## config.mk

```make
export PLATFORM = sky130hd
export DESIGN_NAME = reg_guard
export DESIGN_NICKNAME = d
export VERILOG_FILES = /design/src/rtl/reg_guard_pkg.sv /design/src/rtl/reg_guard_access.sv /design/src/rtl/reg_guard_gate.sv /design/src/rtl/reg_guard_lock.sv /design/src/rtl/reg_guard_ctrl.sv /design/src/rtl/reg_guard.sv
export SDC_FILE = /design/constraint.sdc
export NUM_CORES = 1
export LEC_CHECK = 0
export ABC_AREA = 1
export BUFFER_PORTS_ARGS = -buffer_cell sky130_fd_sc_hd__buf_2
export CAP_MARGIN = 10
export CORE_MARGIN = 1
export CORE_UTILIZATION = 41
export CTS_CLUSTER_DIAMETER = 150
export DETAILED_ROUTE_END_ITERATION = 8
export HOLD_SLACK_MARGIN = 0.02
export PLACE_DENSITY = 0.75
export SYNTH_ARGS = -nofsm -noshare
export SYNTH_HDL_FRONTEND = slang
export SYNTH_SLANG_ARGS = --single-unit
```

## constraint.sdc

```tcl
create_clock -name clk -period 3.3 [get_ports clk]
set_clock_uncertainty 0.1 [all_clocks]
set_input_delay 0.165 -clock clk [delete_from_list [all_inputs] [get_ports clk]]
set_output_delay 0.165 -clock clk [all_outputs]
set_load 0.05 [all_outputs]
```

## src/rtl/reg_guard_pkg.sv

```systemverilog
package reg_guard_pkg;
  localparam int ADDR_W   = 3;
  localparam int NUM_REGS = 1 << ADDR_W;
  localparam int LOCK_W   = 4;
  localparam int CTRL_W   = 3;
  localparam int DATA_W   = (LOCK_W > CTRL_W) ? LOCK_W : CTRL_W;

  // register indices
  localparam int IDX_SECONDS = 0;
  localparam int IDX_PRESCAL = 1;
  localparam int IDX_ALARM   = 2;
  localparam int IDX_COMP    = 3;
  localparam int IDX_CTRL    = 4;
  localparam int IDX_STATUS  = 5;
  localparam int IDX_LOCK    = 6;
  localparam int IDX_IRQEN   = 7;

  // lock bit positions
  localparam int LK_SELF = 0;
  localparam int LK_STAT = 1;
  localparam int LK_CTRL = 2;
  localparam int LK_COMP = 3;

  // control bit positions
  localparam int CB_SWR = 0;
  localparam int CB_SUP = 1;
  localparam int CB_UM  = 2;

  typedef struct packed {
    logic um;
    logic sup;
    logic swr;
  } ctrl_t;
endpackage

```

## src/rtl/reg_guard_access.sv

```systemverilog
module reg_guard_access (
  input  logic wr_en_i,
  input  logic priv_i,
  input  logic sup_en_i,
  output logic accept_o,
  output logic bus_err_o
);
  logic rights_ok;

  always_comb begin
    rights_ok = priv_i | sup_en_i;
    accept_o  = wr_en_i & rights_ok;
    bus_err_o = wr_en_i & ~rights_ok;
  end
endmodule

```

## src/rtl/reg_guard_gate.sv

```systemverilog
module reg_guard_gate
  import reg_guard_pkg::*;
(
  input  logic                accept_i,
  input  logic [ADDR_W-1:0]   addr_i,
  input  logic [LOCK_W-1:0]   lock_i,
  input  logic                um_i,
  input  logic                invalid_i,
  input  logic                overflow_i,
  input  logic                cnt_en_i,
  output logic [NUM_REGS-1:0] wr_ok_o
);
  logic tce_override;

  always_comb begin
    tce_override = um_i & (invalid_i | overflow_i | ~cnt_en_i);
  end

  for (genvar i = 0; i < NUM_REGS; i++) begin : g_reg
    logic hit;
    assign hit = accept_i && (addr_i == ADDR_W'(i));
    if (i == IDX_LOCK) begin : g_lock
      assign wr_ok_o[i] = hit & lock_i[LK_SELF];
    end else if (i == IDX_STATUS) begin : g_stat
      assign wr_ok_o[i] = hit & (lock_i[LK_STAT] | tce_override);
    end else if (i == IDX_CTRL) begin : g_ctrl
      assign wr_ok_o[i] = hit & lock_i[LK_CTRL];
    end else if (i == IDX_COMP) begin : g_comp
      assign wr_ok_o[i] = hit & lock_i[LK_COMP];
    end else begin : g_open
      assign wr_ok_o[i] = hit;
    end
  end
endmodule

```

## src/rtl/reg_guard_lock.sv

```systemverilog
module reg_guard_lock
  import reg_guard_pkg::*;
(
  input  logic              clk,
  input  logic              rst_n,
  input  logic              wr_i,
  input  logic [LOCK_W-1:0] wdata_i,
  input  logic              swr_fire_i,
  output logic [LOCK_W-1:0] lock_q
);
  logic [LOCK_W-1:0] lock_d;
  logic              lock_en;

  always_comb begin
    lock_en = wr_i | swr_fire_i;
    lock_d  = lock_q;
    if (swr_fire_i) lock_d = '1;
    else if (wr_i)  lock_d = lock_q & wdata_i;
  end

  always_ff @(posedge clk or negedge rst_n) begin
    if (!rst_n)       lock_q <= '1;
    else if (lock_en) lock_q <= lock_d;
  end

  // lock bits may only rise through a software reset
  assert_no_set_R2: assert property (@(posedge clk) disable iff (!rst_n)
    !swr_fire_i |=> ((lock_q & ~$past(lock_q)) == '0));

  assert_write_clears_R2: assert property (@(posedge clk) disable iff (!rst_n)
    (wr_i && !swr_fire_i) |=> (lock_q == ($past(lock_q) & $past(wdata_i))));
endmodule

```

## src/rtl/reg_guard_ctrl.sv

```systemverilog
module reg_guard_ctrl
  import reg_guard_pkg::*;
(
  input  logic              clk,
  input  logic              rst_n,
  input  logic              wr_i,
  input  logic [CTRL_W-1:0] wdata_i,
  output ctrl_t             ctrl_q,
  output logic              swr_fire_o,
  output logic              sw_reset_o
);
  ctrl_t ctrl_d;
  logic  pulse_d;

  always_comb begin
    swr_fire_o = wr_i & wdata_i[CB_SWR];
    pulse_d    = swr_fire_o;
    ctrl_d     = ctrl_q;
    if (swr_fire_o)  ctrl_d = ctrl_t'(CTRL_W'(1) << CB_SWR);
    else if (wr_i)   ctrl_d = ctrl_t'(wdata_i);
  end

  always_ff @(posedge clk or negedge rst_n) begin
    if (!rst_n) begin
      ctrl_q     <= '0;
      sw_reset_o <= 1'b0;
    end else begin
      sw_reset_o <= pulse_d;
      if (wr_i) ctrl_q <= ctrl_d;
    end
  end

  assert_swrst_pulse_R10: assert property (@(posedge clk) disable iff (!rst_n)
    swr_fire_o |=> (sw_reset_o && ctrl_q.swr && !ctrl_q.um && !ctrl_q.sup));

  assert_swr_sticky_R11: assert property (@(posedge clk) disable iff (!rst_n)
    !wr_i |=> $stable(ctrl_q));
endmodule

```

## src/rtl/reg_guard.sv

```systemverilog
module reg_guard
  import reg_guard_pkg::*;
(
  input  logic                clk,
  input  logic                rst_n,
  input  logic                wr_en,
  input  logic [ADDR_W-1:0]   wr_addr,
  input  logic [DATA_W-1:0]   wr_data,
  input  logic                priv,
  input  logic                time_invalid,
  input  logic                time_overflow,
  input  logic                cnt_enabled,
  output logic [NUM_REGS-1:0] wr_ok,
  output logic                bus_err,
  output logic                sw_reset,
  output logic [LOCK_W-1:0]   lock_state,
  output logic                upd_mode,
  output logic                sup_en,
  output logic                swr_flag
);
  logic [1:0]  rst_sync;
  logic        rst_int_n;
  logic        accept;
  logic        swr_fire;
  ctrl_t       ctrl_q;
  logic [LOCK_W-1:0] lock_q;

  // asynchronous assert, synchronous release
  always_ff @(posedge clk or negedge rst_n) begin
    if (!rst_n) rst_sync <= '0;
    else        rst_sync <= {rst_sync[0], 1'b1};
  end
  assign rst_int_n = rst_sync[1];

  reg_guard_access u_access (
    .wr_en_i   (wr_en),
    .priv_i    (priv),
    .sup_en_i  (ctrl_q.sup),
    .accept_o  (accept),
    .bus_err_o (bus_err)
  );

  reg_guard_gate u_gate (
    .accept_i   (accept),
    .addr_i     (wr_addr),
    .lock_i     (lock_q),
    .um_i       (ctrl_q.um),
    .invalid_i  (time_invalid),
    .overflow_i (time_overflow),
    .cnt_en_i   (cnt_enabled),
    .wr_ok_o    (wr_ok)
  );

  reg_guard_lock u_lock (
    .clk        (clk),
    .rst_n      (rst_int_n),
    .wr_i       (wr_ok[IDX_LOCK]),
    .wdata_i    (wr_data[LOCK_W-1:0]),
    .swr_fire_i (swr_fire),
    .lock_q     (lock_q)
  );

  reg_guard_ctrl u_ctrl (
    .clk        (clk),
    .rst_n      (rst_int_n),
    .wr_i       (wr_ok[IDX_CTRL]),
    .wdata_i    (wr_data[CTRL_W-1:0]),
    .ctrl_q     (ctrl_q),
    .swr_fire_o (swr_fire),
    .sw_reset_o (sw_reset)
  );

  assign lock_state = lock_q;
  assign upd_mode   = ctrl_q.um;
  assign sup_en     = ctrl_q.sup;
  assign swr_flag   = ctrl_q.swr;

  assert_err_no_write_R8: assert property (@(posedge clk) disable iff (!rst_int_n)
    bus_err |-> (wr_ok == '0));

  assert_err_no_change_R8: assert property (@(posedge clk) disable iff (!rst_int_n)
    bus_err |=> ($stable(lock_q) && $stable(ctrl_q)));

  assert_onehot_R12: assert property (@(posedge clk) disable iff (!rst_int_n)
    $onehot0(wr_ok));

  assert_needs_strobe_R12: assert property (@(posedge clk) disable iff (!rst_int_n)
    (wr_ok != '0) |-> wr_en);

  assert_override_R7: assert property (@(posedge clk) disable iff (!rst_int_n)
    (wr_en && priv && wr_addr == ADDR_W'(IDX_STATUS) && ctrl_q.um && time_invalid)
      |-> wr_ok[IDX_STATUS]);
endmodule

```

== After elaboration in Yosys (flattened, before gate mapping) ==
Cells that the tools add are included.
Word-level totals
  output and inout bits: 17
  bits in registers: 10
  input port bits: 14
  logic and storage cells: 43
Cells by class
  eq/ne operators: 7
  mux-type cells: 3
  bitwise logic cells: 16
  reductions and logical operators: 11
Operators by type and width (count)
  3-bit == test, second input constant: 4
  1-bit AND: 8
  1-bit logical AND: 8
  4-bit two-way mux: 2
  3-bit by 2-bit == test with 1-bit output, second input constant: 2
  1-bit OR: 5
  4-bit AND: 1
  3-bit by 1-bit == test with 1-bit output, second input constant: 1
  3-bit logical NOT: 1
  3-bit two-way mux: 1
  1-bit inverter: 2
  2-bit AND reduction: 1
  2-bit nonzero test: 1

== Depth between registers and ports, before layout ==
  word-level depth: 7
  depth in mapped cells: 7
  depth with buffers taken out: 7

== Hierarchy ==
From an unflattened synthesis, not the netlist that was laid out.
Unflattened totals
  cell total of the unflattened synthesis: 72
  area total of the unflattened synthesis: 530.5 um2
By module, submodules not included
  reg_guard_lock: area each 168.9 um2, sequential area each 105.1 um2, cells each 21, times used 1
  reg_guard_ctrl: area each 147.6 um2, sequential area each 100.1 um2, cells each 16, times used 1
  reg_guard_gate: area each 131.4 um2, sequential area each 0.0 um2, cells each 25, times used 1
  reg_guard: area each 53.8 um2, sequential area each 50.0 um2, cells each 3, times used 1
  reg_guard_access: area each 28.8 um2, sequential area each 0.0 um2, cells each 7, times used 1

== Worst setup path after synthesis ==
OpenSTA, ideal clock, no wires.
  kind: flip-flop to output port
  start: register u_ctrl.ctrl_q[1] (netlist name)
  end: output port bus_err
  required time: 3.035 ns
  cell stages (with the launch flop): 2
  path buffers: 0
  slack: 1.283 ns
  arrival: 1.752 ns
  cell sequence: dfrtp_1 nor3_1
On the way
  longest elaborated chain between the ends: 3
RTL lines
  1-bit OR: RTL line reg_guard_access.sv:11  | rights_ok = priv_i | sup_en_i;
  1-bit inverter: RTL line reg_guard_access.sv:13  | bus_err_o = wr_en_i & ~rights_ok;
  1-bit AND: RTL line reg_guard_access.sv:13
  to (decl): RTL line reg_guard.sv:14  | output logic bus_err,
No other way between the ends.

== Final worst setup path ==
  start: register u_ctrl.ctrl_q[1] (netlist name)
  end: output port wr_ok[3]
On the way
  longest elaborated chain between the ends: 4
RTL lines
  1-bit OR: RTL line reg_guard_access.sv:11
  1-bit AND: RTL line reg_guard_access.sv:12  | accept_o = wr_en_i & rights_ok;
  1-bit logical AND: RTL line reg_guard_gate.sv:21  | assign hit = accept_i && (addr_i == ADDR_W'(i));
  1-bit AND: RTL line reg_guard_gate.sv:29  | assign wr_ok_o[i] = hit & lock_i[LK_COMP];
  to (decl): RTL line reg_guard.sv:13  | output logic [NUM_REGS-1:0] wr_ok,
No other way between the ends.

==> impl_results.md <==
- Worst path cell trace: nor2_2 -> nor2_4 -> nand2_1 -> nor3b_2 -> buf_2
- Met1 wire length: ~470 um
- Ys async rst share: 100.0%
- Die height: 38.98 um
- Arr. time, crit path: 1470 ps
- CP delay by family, top: simple AND/OR/NAND/NOR gates
- Core area: 1186 um^2
- Reg2reg start: u_lock.lock_q[2]
- R2R cell count: 5
- Top post-synthesis cells by count: nand2_1, inv_1, buf_4, dfrtp_1
- Dominant cells by area after synthesis: dfrtp_1, dfstp_2, nand2_1
- Post-route clock period utilization: 52.47%
- Worst setup EP type: output pin
- Clock sink total: 10
- Congestion Overflow GR: 0
- Antenna violations before repair: 0
- PD cells: a little under 700 nW/um^2
- Part of the Yosys area used for sequential elements: 45.54%
- Syn avg cell area: 7.895 um^2
- First-pass GRT wire length: roughly 1600 um
- Setup Fix Bufs, Post-CTS: 0
- Post-synthesis register bit count: 10
- Worst-path fanout max: 5
- CP max-delay cell: dfrtp_1
- Clk_lat worst skew: 260 ps
- Initial drt markers: 8
- CP Launch Type: flip-flop
- Layout Area Growth over Synthesis: 28.35%
- Main synth FF type: dfrtp_1
- DR vias/cell: 4.605
- Type of the most critical hold path: reg2async
- Register Area: 255.2 um^2
- Number of synthesized flops with an enable pin: 0
- Vias: 525
- Fin. Hold Viols: 0
- DP Worst Slack: 1850 ps
- Pin count of the biggest net entering global routing: 9
- Multi-input combinational cell area: between 200 and 250 um^2
- Routed Antenna Nets: 0
- Fillers: 123
- Gpl congestion: 0.7493
- F_max: 577.6 MHz
- Setup_tns: 0 ps
- I/O Pins: 31
- DRT Pass-1 Iters: 4
- Outcome: finished, final reports clean
- Worst setup margin: between 1500 and 2000 ps
- Share of cells above drive strength 1: a little under half
- Yosys top cell by area: dfrtp_1
- CTS tree: built
- Worst path bufs/invs: 1
- Synth cell types: 18
- Peak supply drop: 0.4061 mV
- Crit path kind: reg2out
- Final Net Count: 115
- Worst Path Required: just over 3000 ps
- Mapped Area: 560.5 um^2
- Total Wirelength: roughly 1100 um
- DRC: 0
- Max-capacitance violation count: 0
- Die width: 38.98 um
- Slew Limit Fails: 0
- Synth top area share: around 27%
- DPL Wire Length: 904.3 um
- H-tree levels: 1
- Final Setup Violations: 0
- # diodes: 0
- Critical Path Max Stage Delay: a little over 400 ps
- Met2 wire length: 529 um
- Yosys warning count: 0
- Post-layout minimum cycle time: 1731 ps
- R2r setup slk: just over 2000 ps
- Die area: 1519 um^2
- Buffers on Ports: 30
- Root Driver: clkbuf_4
- Initial core utilization: 47.26%
- # rows: 12
- Leak: between 0.4 and 0.5 nW
- Clock Path Buffers: 2
- Wirelength per Cell: 9.561 um
- TritonCTS Buffers: 3
- CTS clk-pin slew, worst paths: 60 ps
- Unrepaired setup endpoints after global routing: no
- Mapped Nets: 85
- Met3 Routed Length: 94 um
- WHS: approximately 11 ps
- R2R Path End: u_ctrl.ctrl_q[1]
- Syn Inst Count: 71
- Most common cell in the netlist: nand2_1
- Vias in the first global route: 399
- Total Power: 0.5004 mW
- DR top layer: met3
- Global Route Usage Sum: 16.56%
[logic make-up (layout without fill, tap and decap cells)]
| logic type | Yosys count | count (layout) | synth area share (%) |
|---|---|---|---|
| AND/OR/NAND/NOR | 38 | 38 | 34.15 |
| AO/OA/AOI/OAI | 4 | 4 | 3.570 |
| other | 1 | 1 | 0.6690 |
| buffers and inverters | 18 | 47 | 16.07 |
| flip-flops | 10 | 10 | 45.53 |
[registers in the layout, indices dropped and copies added (netlist names)]
name               flops
u_lock.lock_q          4
u_ctrl.ctrl_q          3
u_ctrl.sw_reset_o      1
rst_sync               2
[where the power goes]
group | switching, mW | leakage, nW | total, mW | internal [mW]
clock network | 0.0360 | 0.0150 | 0.0824 | 0.0464
registers | 0.0267 | 0.117 | 0.193 | 0.166
logic | 0.172 | 0.299 | 0.225 | 0.0523
total | 0.235 | 0.432 | 0.500 | 0.265
[worst max-delay path by stage]
stage | to | cells past startpoint | from
final | wr_ok[3] | 5 | u_ctrl.ctrl_q[1]
after global routing | wr_ok[3] | 5 | u_ctrl.ctrl_q[1]
after CTS | wr_ok[3] | 5 | u_ctrl.ctrl_q[1]
after detailed placement | wr_ok[3] | 5 | u_ctrl.ctrl_q[1]
after global placement | wr_ok[3] | 5 | u_ctrl.ctrl_q[1]
after floorplan | bus_err | 1 | u_ctrl.ctrl_q[1]
[cells in the final DEF (no fill, tap or decap)]
cell / instances
a21oi_1: 3
buf_2: 30
clkbuf_1: 1
clkbuf_4: 3
conb_1: 1
dfrtp_1: 6
dfstp_2: 4
dlygate4sd3_1: 1
inv_1: 9
inv_2: 3
nand2_1: 15
nand2_2: 2
nand3_1: 5
nand3_2: 1
nand4_1: 1
nor2_1: 5
nor2_2: 3
nor2_4: 1
nor3_1: 4
nor3b_2: 1
o21ai_0: 1
[per-stage QoR]
stage                     instances  util (%)  area [um^2]
after floorplan                  71         -        560.5
after global placement          109     57.59        683.2
after detailed placement        109     57.59        683.2
after CTS                       114     60.65        719.4
after global routing            114     60.65        719.4
final                           114     60.65        719.4
[metal layers]
metal / vias to the layer above / global-route usage [%]
li1: 270 / -
met3: 0 / 8.671
met5: - / 0
met2: 18 / 25.00
met1: 237 / 21.43
met4: 0 / 2.586
[layout make-up]
class,instances,area share [%]
clock buffer,4,3.652
inverter,12,6.261
multi-input combinational,43,29.91
sequential,10,35.48
tap,14,2.435
timing repair buffer,31,22.26
[what timing repair did]
action                                 CTS  global route
endpoints found under the hold margin    2             0
gates resized for setup                  0             0
hold buffers                             1             0
No activity file was read; power rests on OpenSTA's default activity.
